--- src/rtl/role_pkg.sv ---
package role_pkg;
    localparam int REG_W = 8;

    typedef enum logic [1:0] {
        A_CTRL = 2'd0,
        A_STAT = 2'd1,
        A_DEB  = 2'd2,
        A_RSVD = 2'd3
    } reg_addr_e;

    typedef enum logic {
        S_STEADY = 1'b0,
        S_NEGO   = 1'b1
    } fsm_e;

    typedef struct packed {
        logic host_req;
        logic ovr_val;
        logic ovr_en;
    } ctrl_t;

    typedef struct packed {
        logic id_filt;
        logic fail;
        logic busy;
        logic is_host;
    } stat_t;

    function automatic logic pick_id(ctrl_t c, logic pin_id);
        return c.ovr_en ? c.ovr_val : pin_id;
    endfunction
endpackage

--- src/rtl/id_filter.sv ---
module id_filter #(
    parameter int DEB_W = 8
) (
    input  logic             clk,
    input  logic             rst,
    input  logic             pin_i,
    input  logic [DEB_W-1:0] deb_len_i,
    output logic             id_o
);
    localparam int SUM_W = DEB_W + 1;

    logic             sync_a, sync_b;
    logic [DEB_W-1:0] cnt;
    logic [SUM_W-1:0] cnt_next;
    logic             past_ok;

    assign cnt_next = {1'b0, cnt} + SUM_W'(1);

    always_ff @(posedge clk) begin
        if (rst) begin
            sync_a  <= 1'b1;
            sync_b  <= 1'b1;
            id_o    <= 1'b1;
            cnt     <= '0;
            past_ok <= 1'b0;
        end else begin
            past_ok <= 1'b1;
            sync_a  <= pin_i;
            sync_b  <= sync_a;
            if (sync_b == id_o) begin
                cnt <= '0;
            end else if (cnt_next >= {1'b0, deb_len_i}) begin
                id_o <= sync_b;
                cnt  <= '0;
            end else begin
                cnt <= cnt_next[DEB_W-1:0];
            end
        end
    end

    // a newly accepted level is the level the synchronizer held
    assert_accept_matches_sync_R3: assert property (@(posedge clk) disable iff (rst || !past_ok)
        !$stable(id_o) |-> (id_o == $past(sync_b)));
endmodule

--- src/rtl/role_fsm.sv ---
module role_fsm
    import role_pkg::*;
(
    input  logic clk,
    input  logic rst,
    input  logic eff_id_i,
    input  logic bus_idle_i,
    input  logic host_req_i,
    input  logic nego_done_i,
    input  logic nego_ok_i,
    output logic is_host_o,
    output logic busy_o,
    output logic req_clr_o,
    output logic fail_set_o
);
    fsm_e st;
    logic applied_id;
    logic id_pend;
    logic past_ok;

    assign id_pend    = (eff_id_i != applied_id);
    assign busy_o     = (st == S_NEGO);
    assign fail_set_o = busy_o && nego_done_i && !nego_ok_i;
    assign req_clr_o  = (busy_o && nego_done_i) ||
                        (!busy_o && host_req_i && bus_idle_i && is_host_o && !id_pend);

    always_ff @(posedge clk) begin
        if (rst) begin
            st         <= S_STEADY;
            is_host_o  <= 1'b0;
            applied_id <= 1'b1;
            past_ok    <= 1'b0;
        end else begin
            past_ok <= 1'b1;
            case (st)
                S_STEADY: begin
                    if (id_pend && bus_idle_i) begin
                        is_host_o  <= ~eff_id_i;
                        applied_id <= eff_id_i;
                    end else if (host_req_i && bus_idle_i && !is_host_o) begin
                        st <= S_NEGO;
                    end
                end
                S_NEGO: begin
                    if (nego_done_i) begin
                        if (nego_ok_i) is_host_o <= 1'b1;
                        st <= S_STEADY;
                    end
                end
                default: st <= S_STEADY;
            endcase
        end
    end

    // the role moves only after an idle cycle or a finished negotiation
    assert_change_at_idle_R5: assert property (@(posedge clk) disable iff (rst || !past_ok)
        !$stable(is_host_o) |-> ($past(bus_idle_i) || $past(busy_o && nego_done_i)));
    // a negotiation starts only from the device role during idle
    assert_nego_from_device_R6: assert property (@(posedge clk) disable iff (rst || !past_ok)
        $rose(busy_o) |-> (!is_host_o && $past(bus_idle_i)));
    // a successful negotiation leaves the block as host
    assert_success_host_R7: assert property (@(posedge clk) disable iff (rst)
        (busy_o && nego_done_i && nego_ok_i) |=> (is_host_o && !busy_o));
    // a failed negotiation keeps the role
    assert_fail_keeps_role_R8: assert property (@(posedge clk) disable iff (rst)
        (busy_o && nego_done_i && !nego_ok_i) |=> ($stable(is_host_o) && !busy_o));
endmodule

--- src/rtl/role_regs.sv ---
module role_regs
    import role_pkg::*;
#(
    parameter int          DEB_W   = 8,
    parameter logic [7:0]  DEB_RST = 8'd4
) (
    input  logic             clk,
    input  logic             rst,
    input  logic [1:0]       addr_i,
    input  logic             wr_i,
    input  logic [REG_W-1:0] wdata_i,
    input  logic             req_clr_i,
    input  logic             fail_set_i,
    input  logic             is_host_i,
    input  logic             busy_i,
    input  logic             id_filt_i,
    output ctrl_t            ctrl_o,
    output logic [DEB_W-1:0] deb_len_o,
    output logic [REG_W-1:0] rdata_o
);
    reg_addr_e a;
    logic      fail;
    stat_t     st;
    logic      wr_ctrl, wr_stat, wr_deb;

    assign a       = reg_addr_e'(addr_i);
    assign wr_ctrl = wr_i && (a == A_CTRL);
    assign wr_stat = wr_i && (a == A_STAT);
    assign wr_deb  = wr_i && (a == A_DEB);
    assign st      = '{id_filt: id_filt_i, fail: fail, busy: busy_i, is_host: is_host_i};

    always_ff @(posedge clk) begin
        if (rst) begin
            ctrl_o    <= '0;
            fail      <= 1'b0;
            deb_len_o <= DEB_W'(DEB_RST);
        end else begin
            if (wr_ctrl) begin
                ctrl_o.ovr_en  <= wdata_i[0];
                ctrl_o.ovr_val <= wdata_i[1];
            end
            if (req_clr_i)                 ctrl_o.host_req <= 1'b0;
            else if (wr_ctrl && wdata_i[2]) ctrl_o.host_req <= 1'b1;
            if (fail_set_i)                fail <= 1'b1;
            else if (wr_stat && wdata_i[2]) fail <= 1'b0;
            if (wr_deb) deb_len_o <= wdata_i[DEB_W-1:0];
        end
    end

    always_comb begin
        case (a)
            A_CTRL:  rdata_o = REG_W'(ctrl_o);
            A_STAT:  rdata_o = REG_W'(st);
            A_DEB:   rdata_o = REG_W'(deb_len_o);
            default: rdata_o = '0;
        endcase
    end

    // the failure flag is sticky until software clears it
    assert_fail_sticky_R8: assert property (@(posedge clk) disable iff (rst)
        (fail && !(wr_stat && wdata_i[2])) |=> fail);
    // a completed or dropped request reads back as cleared
    assert_req_clears_R7: assert property (@(posedge clk) disable iff (rst)
        req_clr_i |=> !ctrl_o.host_req);
endmodule

--- src/rtl/usb_role_ctrl.sv ---
module usb_role_ctrl
    import role_pkg::*;
#(
    parameter int         DEB_W   = 8,
    parameter logic [7:0] DEB_RST = 8'd4
) (
    input  logic       clk,
    input  logic       rst,
    input  logic       id_pin_i,
    input  logic       bus_idle_i,
    input  logic       nego_done_i,
    input  logic       nego_ok_i,
    input  logic [1:0] reg_addr_i,
    input  logic       reg_wr_i,
    input  logic [7:0] reg_wdata_i,
    output logic [7:0] reg_rdata_o,
    output logic       is_host_o,
    output logic       nego_busy_o
);
    ctrl_t            ctrl;
    logic [DEB_W-1:0] deb_len;
    logic             id_filt, eff_id, req_clr, fail_set;

    assign eff_id = pick_id(ctrl, id_filt);

    id_filter #(.DEB_W(DEB_W)) u_filter (
        .clk       (clk),
        .rst       (rst),
        .pin_i     (id_pin_i),
        .deb_len_i (deb_len),
        .id_o      (id_filt)
    );

    role_fsm u_fsm (
        .clk         (clk),
        .rst         (rst),
        .eff_id_i    (eff_id),
        .bus_idle_i  (bus_idle_i),
        .host_req_i  (ctrl.host_req),
        .nego_done_i (nego_done_i),
        .nego_ok_i   (nego_ok_i),
        .is_host_o   (is_host_o),
        .busy_o      (nego_busy_o),
        .req_clr_o   (req_clr),
        .fail_set_o  (fail_set)
    );

    role_regs #(.DEB_W(DEB_W), .DEB_RST(DEB_RST)) u_regs (
        .clk        (clk),
        .rst        (rst),
        .addr_i     (reg_addr_i),
        .wr_i       (reg_wr_i),
        .wdata_i    (reg_wdata_i),
        .req_clr_i  (req_clr),
        .fail_set_i (fail_set),
        .is_host_i  (is_host_o),
        .busy_i     (nego_busy_o),
        .id_filt_i  (id_filt),
        .ctrl_o     (ctrl),
        .deb_len_o  (deb_len),
        .rdata_o    (reg_rdata_o)
    );
endmodule

--- config.mk ---
export PLATFORM = sky130hd
export DESIGN_NAME = usb_role_ctrl
export DESIGN_NICKNAME = d
export VERILOG_FILES = /design/src/rtl/role_pkg.sv /design/src/rtl/id_filter.sv /design/src/rtl/role_fsm.sv /design/src/rtl/role_regs.sv /design/src/rtl/usb_role_ctrl.sv
export SDC_FILE = /design/constraint.sdc
export NUM_CORES = 1
export LEC_CHECK = 0
export ABC_AREA = 1
export BUFFER_PORTS_ARGS = -buffer_cell sky130_fd_sc_hd__buf_2
export CAP_MARGIN = 30
export CORE_UTILIZATION = 40
export CTS_BUF_LIST = sky130_fd_sc_hd__clkbuf_8
export CTS_CLUSTER_SIZE = 14
export DETAILED_ROUTE_END_ITERATION = 8
export PLACE_DENSITY = 0.71
export SETUP_SLACK_MARGIN = 0.2
export SLEW_MARGIN = 20
export SYNTH_ARGS = -nofsm -noshare
export SYNTH_HDL_FRONTEND = slang
export SYNTH_SLANG_ARGS = --single-unit
export TNS_END_PERCENT = 1
--- constraint.sdc ---
create_clock -name clk -period 5 [get_ports clk]
set_clock_uncertainty 0.2 [all_clocks]
set_input_delay 1 -clock clk [delete_from_list [all_inputs] [get_ports clk]]
set_output_delay 1 -clock clk [all_outputs]
set_load 0.05 [all_outputs]
==> results_dict.tcl <==
set metrics [dict create \
    status "finished, final reports clean" \
    final_cell_mix "inv_1 (33), buf_2 (26), dfxtp_1 (26)" \
    synth-edff-count 0 \
    ctsHoldBuffers 0 \
    die_y_um 59.7 \
    boundaryPins 27 \
    power_frac_comb 0.151 \
    grt_setup_unrepaired "no" \
    dp.cells 248 \
    dieArea_um2 3570 \
    ys_types 29 \
    ys_ff_latch 26 \
    clock_latency_ps 270 \
    dpl.hpwl_um 2070 \
    worst_pin_slew_ps 388 \
    multi_input_area_um2 668 \
    crit_type "in2out" \
    use_met2 0.256 \
    syn_inst 180 \
    nFillCells 352 \
    portBuffers 26 \
    synth_fa_ha_area_frac 0.0845 \
    drv_cap 0 \
    ys_dominant_reg_cell "dfxtp_1" \
    crit_path_end_kind "output pin" \
    antenna_found_initial 0 \
    crit_fanout 3 \
    sequentialPowerShare 0.524 \
    synth-seq-area-share 0.391 \
    post_drt_wl_per_cell_um 10.3 \
    insertedDiodeCount 0 \
    vias 1169 \
    synth_top_family_by_area "simple AND/OR/NAND/NOR gates" \
    yosys.area_share.xor_xnor 0.0451 \
    nets 235 \
    grt_max_degree 16 \
    startpoint_type "input pin" \
    fin_crit_sh 0.612 \
    grt.busiest_layer "met2" \
    row_count 20 \
    seqCellArea_um2 520 \
    cts_root_buffer "clkbuf_8" \
    drv_slew 0 \
    grt_use_met1 0.206 \
    cts_buffer_depth 2 \
    async_flop_share 0 \
    clk_pin_slew_ps 90 \
    cp.arrival_ps 1860 \
    peakVddDrop_mv 0.170 \
    initial_core_util 0.429 \
    yosysWarnings 0 \
    period_needed_ps 3060 \
    setup_viol 0 \
    tns_ps 0 \
    synth_area_um2 1330 \
    drt_iter0_markers 27 \
    max-slew-margin-rel 0.741 \
    core_um2 3100 \
    hold-worst-slack_ps 215 \
    synth_compound_area_frac 0.140 \
    gr-usage-all-layers 0.159 \
    fin_cells 252 \
    hold_viol 0 \
    grt_pass1_wl_um 4180 \
    htree_levels 1 \
    cts_made_buffers 3 \
    syn_area_per_cell_um2 7.40 \
    area_growth_pct 17.1 \
    power_density_nw_per_um2 269 \
    post-route-drc-count 0 \
    viasPerCell 4.64 \
    post_cts_resized 0 \
    synthSimpleGateAreaFrac 0.232 \
    swShare 0.271 \
    place_congestion 0.901 \
    p_sw_mw 0.114 \
    drtAntennaViolNets 0 \
    overflow 0 \
    cts_tree "built" \
    fmax_mhz 327 \
    dr.pass1.iters 4 \
    required_ps 3800 \
    p_clk_frac 0.326 \
    post_cts.repair.setup_buffers 0 \
    clock-sinks 26 \
    synthMuxAreaShare 0 \
    leakage_nw 0.760 \
    p_int_mw 0.306 \
    grt_pass1_vias 978 \
    die_w_um 59.7 \
    wirelength_um 2590 \
    grt_use_met3 0.0260 \
    layout_commonest_cell "inv_1" \
    drive_above_1_share 0.192 \
    worstHoldPathType "reg2reg" \
    syn-num-nets 206 \
]
## cells by family (layout without fill, tap and decap cells)
| kind of cell | Yosys count | after routing |
|---|---|---|
| and+or+nand+nor | 70 | 70 |
| buffers and inverters | 37 | 65 |
| AOI/OAI and AO/OA | 32 | 32 |
| DFF | 26 | 26 |
| adders and majority gates | 9 | 9 |
| xor gates and xnor gates | 6 | 6 |
## worst max-delay path, stage by stage
cell	delay, ps
buf_2	90
inv_1	50
nor2_1	180
inv_1	100
o221ai_1	150
buf_2	290
## routing by layer
layer / wire (um) / share of wire
met1: 1310 / 0.51
met2: 1140 / 0.44
met3: 85 / 0.033
met4: 53 / 0.020
met5: 0 / 0
## area by class of cell
type,instances,area share
multi-input combinational,117,0.428
tap,44,0.0353
sequential,26,0.334
inverter,35,0.0842
timing repair buffer,26,0.0834
clock buffer,4,0.0353
## flip-flops by register name, summed over array words and instances, names as in the netlist
register and flops:
u_filter.sync_b 1, u_fsm.applied_id 1, u_fsm.is_host_o 1, u_regs.ctrl_o 3, u_regs.fail 1, u_filter.sync_a 1
u_fsm.busy_o 1, u_regs.deb_len_o 8, u_filter.id_o 1, u_filter.cnt 8
## synth_stat cells, types with 2 or more instances
cell,count,area (um^2)
inv_1,33,124
dfxtp_1,26,521
nand2_1,25,93.8
nor2_1,24,90.1
a21oi_1,12,60.1
o21ai_0,11,55.1
nand3_1,10,50.1
ha_1,9,113
xor2_1,5,43.8
o221ai_1,3,26.3
nand3_2,2,20.0
nor3_1,2,10.0
or2_2,2,12.5
## path summary, 6_finish.rpt
check | cells past startpoint | startpoint | endpoint | slack [ps]
worst max-delay path | 6 | reg_addr_i[0] | reg_rdata_o[1] | 1940
worst min-delay path | 1 | u_filter.sync_a | u_filter.sync_b | 220
worst max register to register | 12 | u_filter.cnt[0] | u_filter.cnt[0] | 2690
worst min register to register | 1 | u_filter.sync_a | u_filter.sync_b | 220
## power by group through the flow
stage | combinational (mW) | sequential (mW) | clock (mW)
2_1_floorplan | 0.0425 | 0.228 | 0
3_3_place_gp | 0.0630 | 0.225 | 0
3_5_place_dp | 0.0634 | 0.225 | 0
4_1_cts | 0.0637 | 0.220 | 0.140
5_1_grt | 0.0708 | 0.221 | 0.147
6_report | 0.0633 | 0.220 | 0.137
## stage by stage
step	total power [mW]	setup WS, ps	utilization	cell area [um^2]
finish	0.420	1940	0.503	1560
global route	0.439	1830	0.503	1560
CTS	0.423	1950	0.503	1560
detailed placement	0.288	1960	0.485	1510
global placement	0.288	1990	0.485	1510
floorplan	0.270	1720	-	1330
No activity file was read; power rests on OpenSTA's default activity.
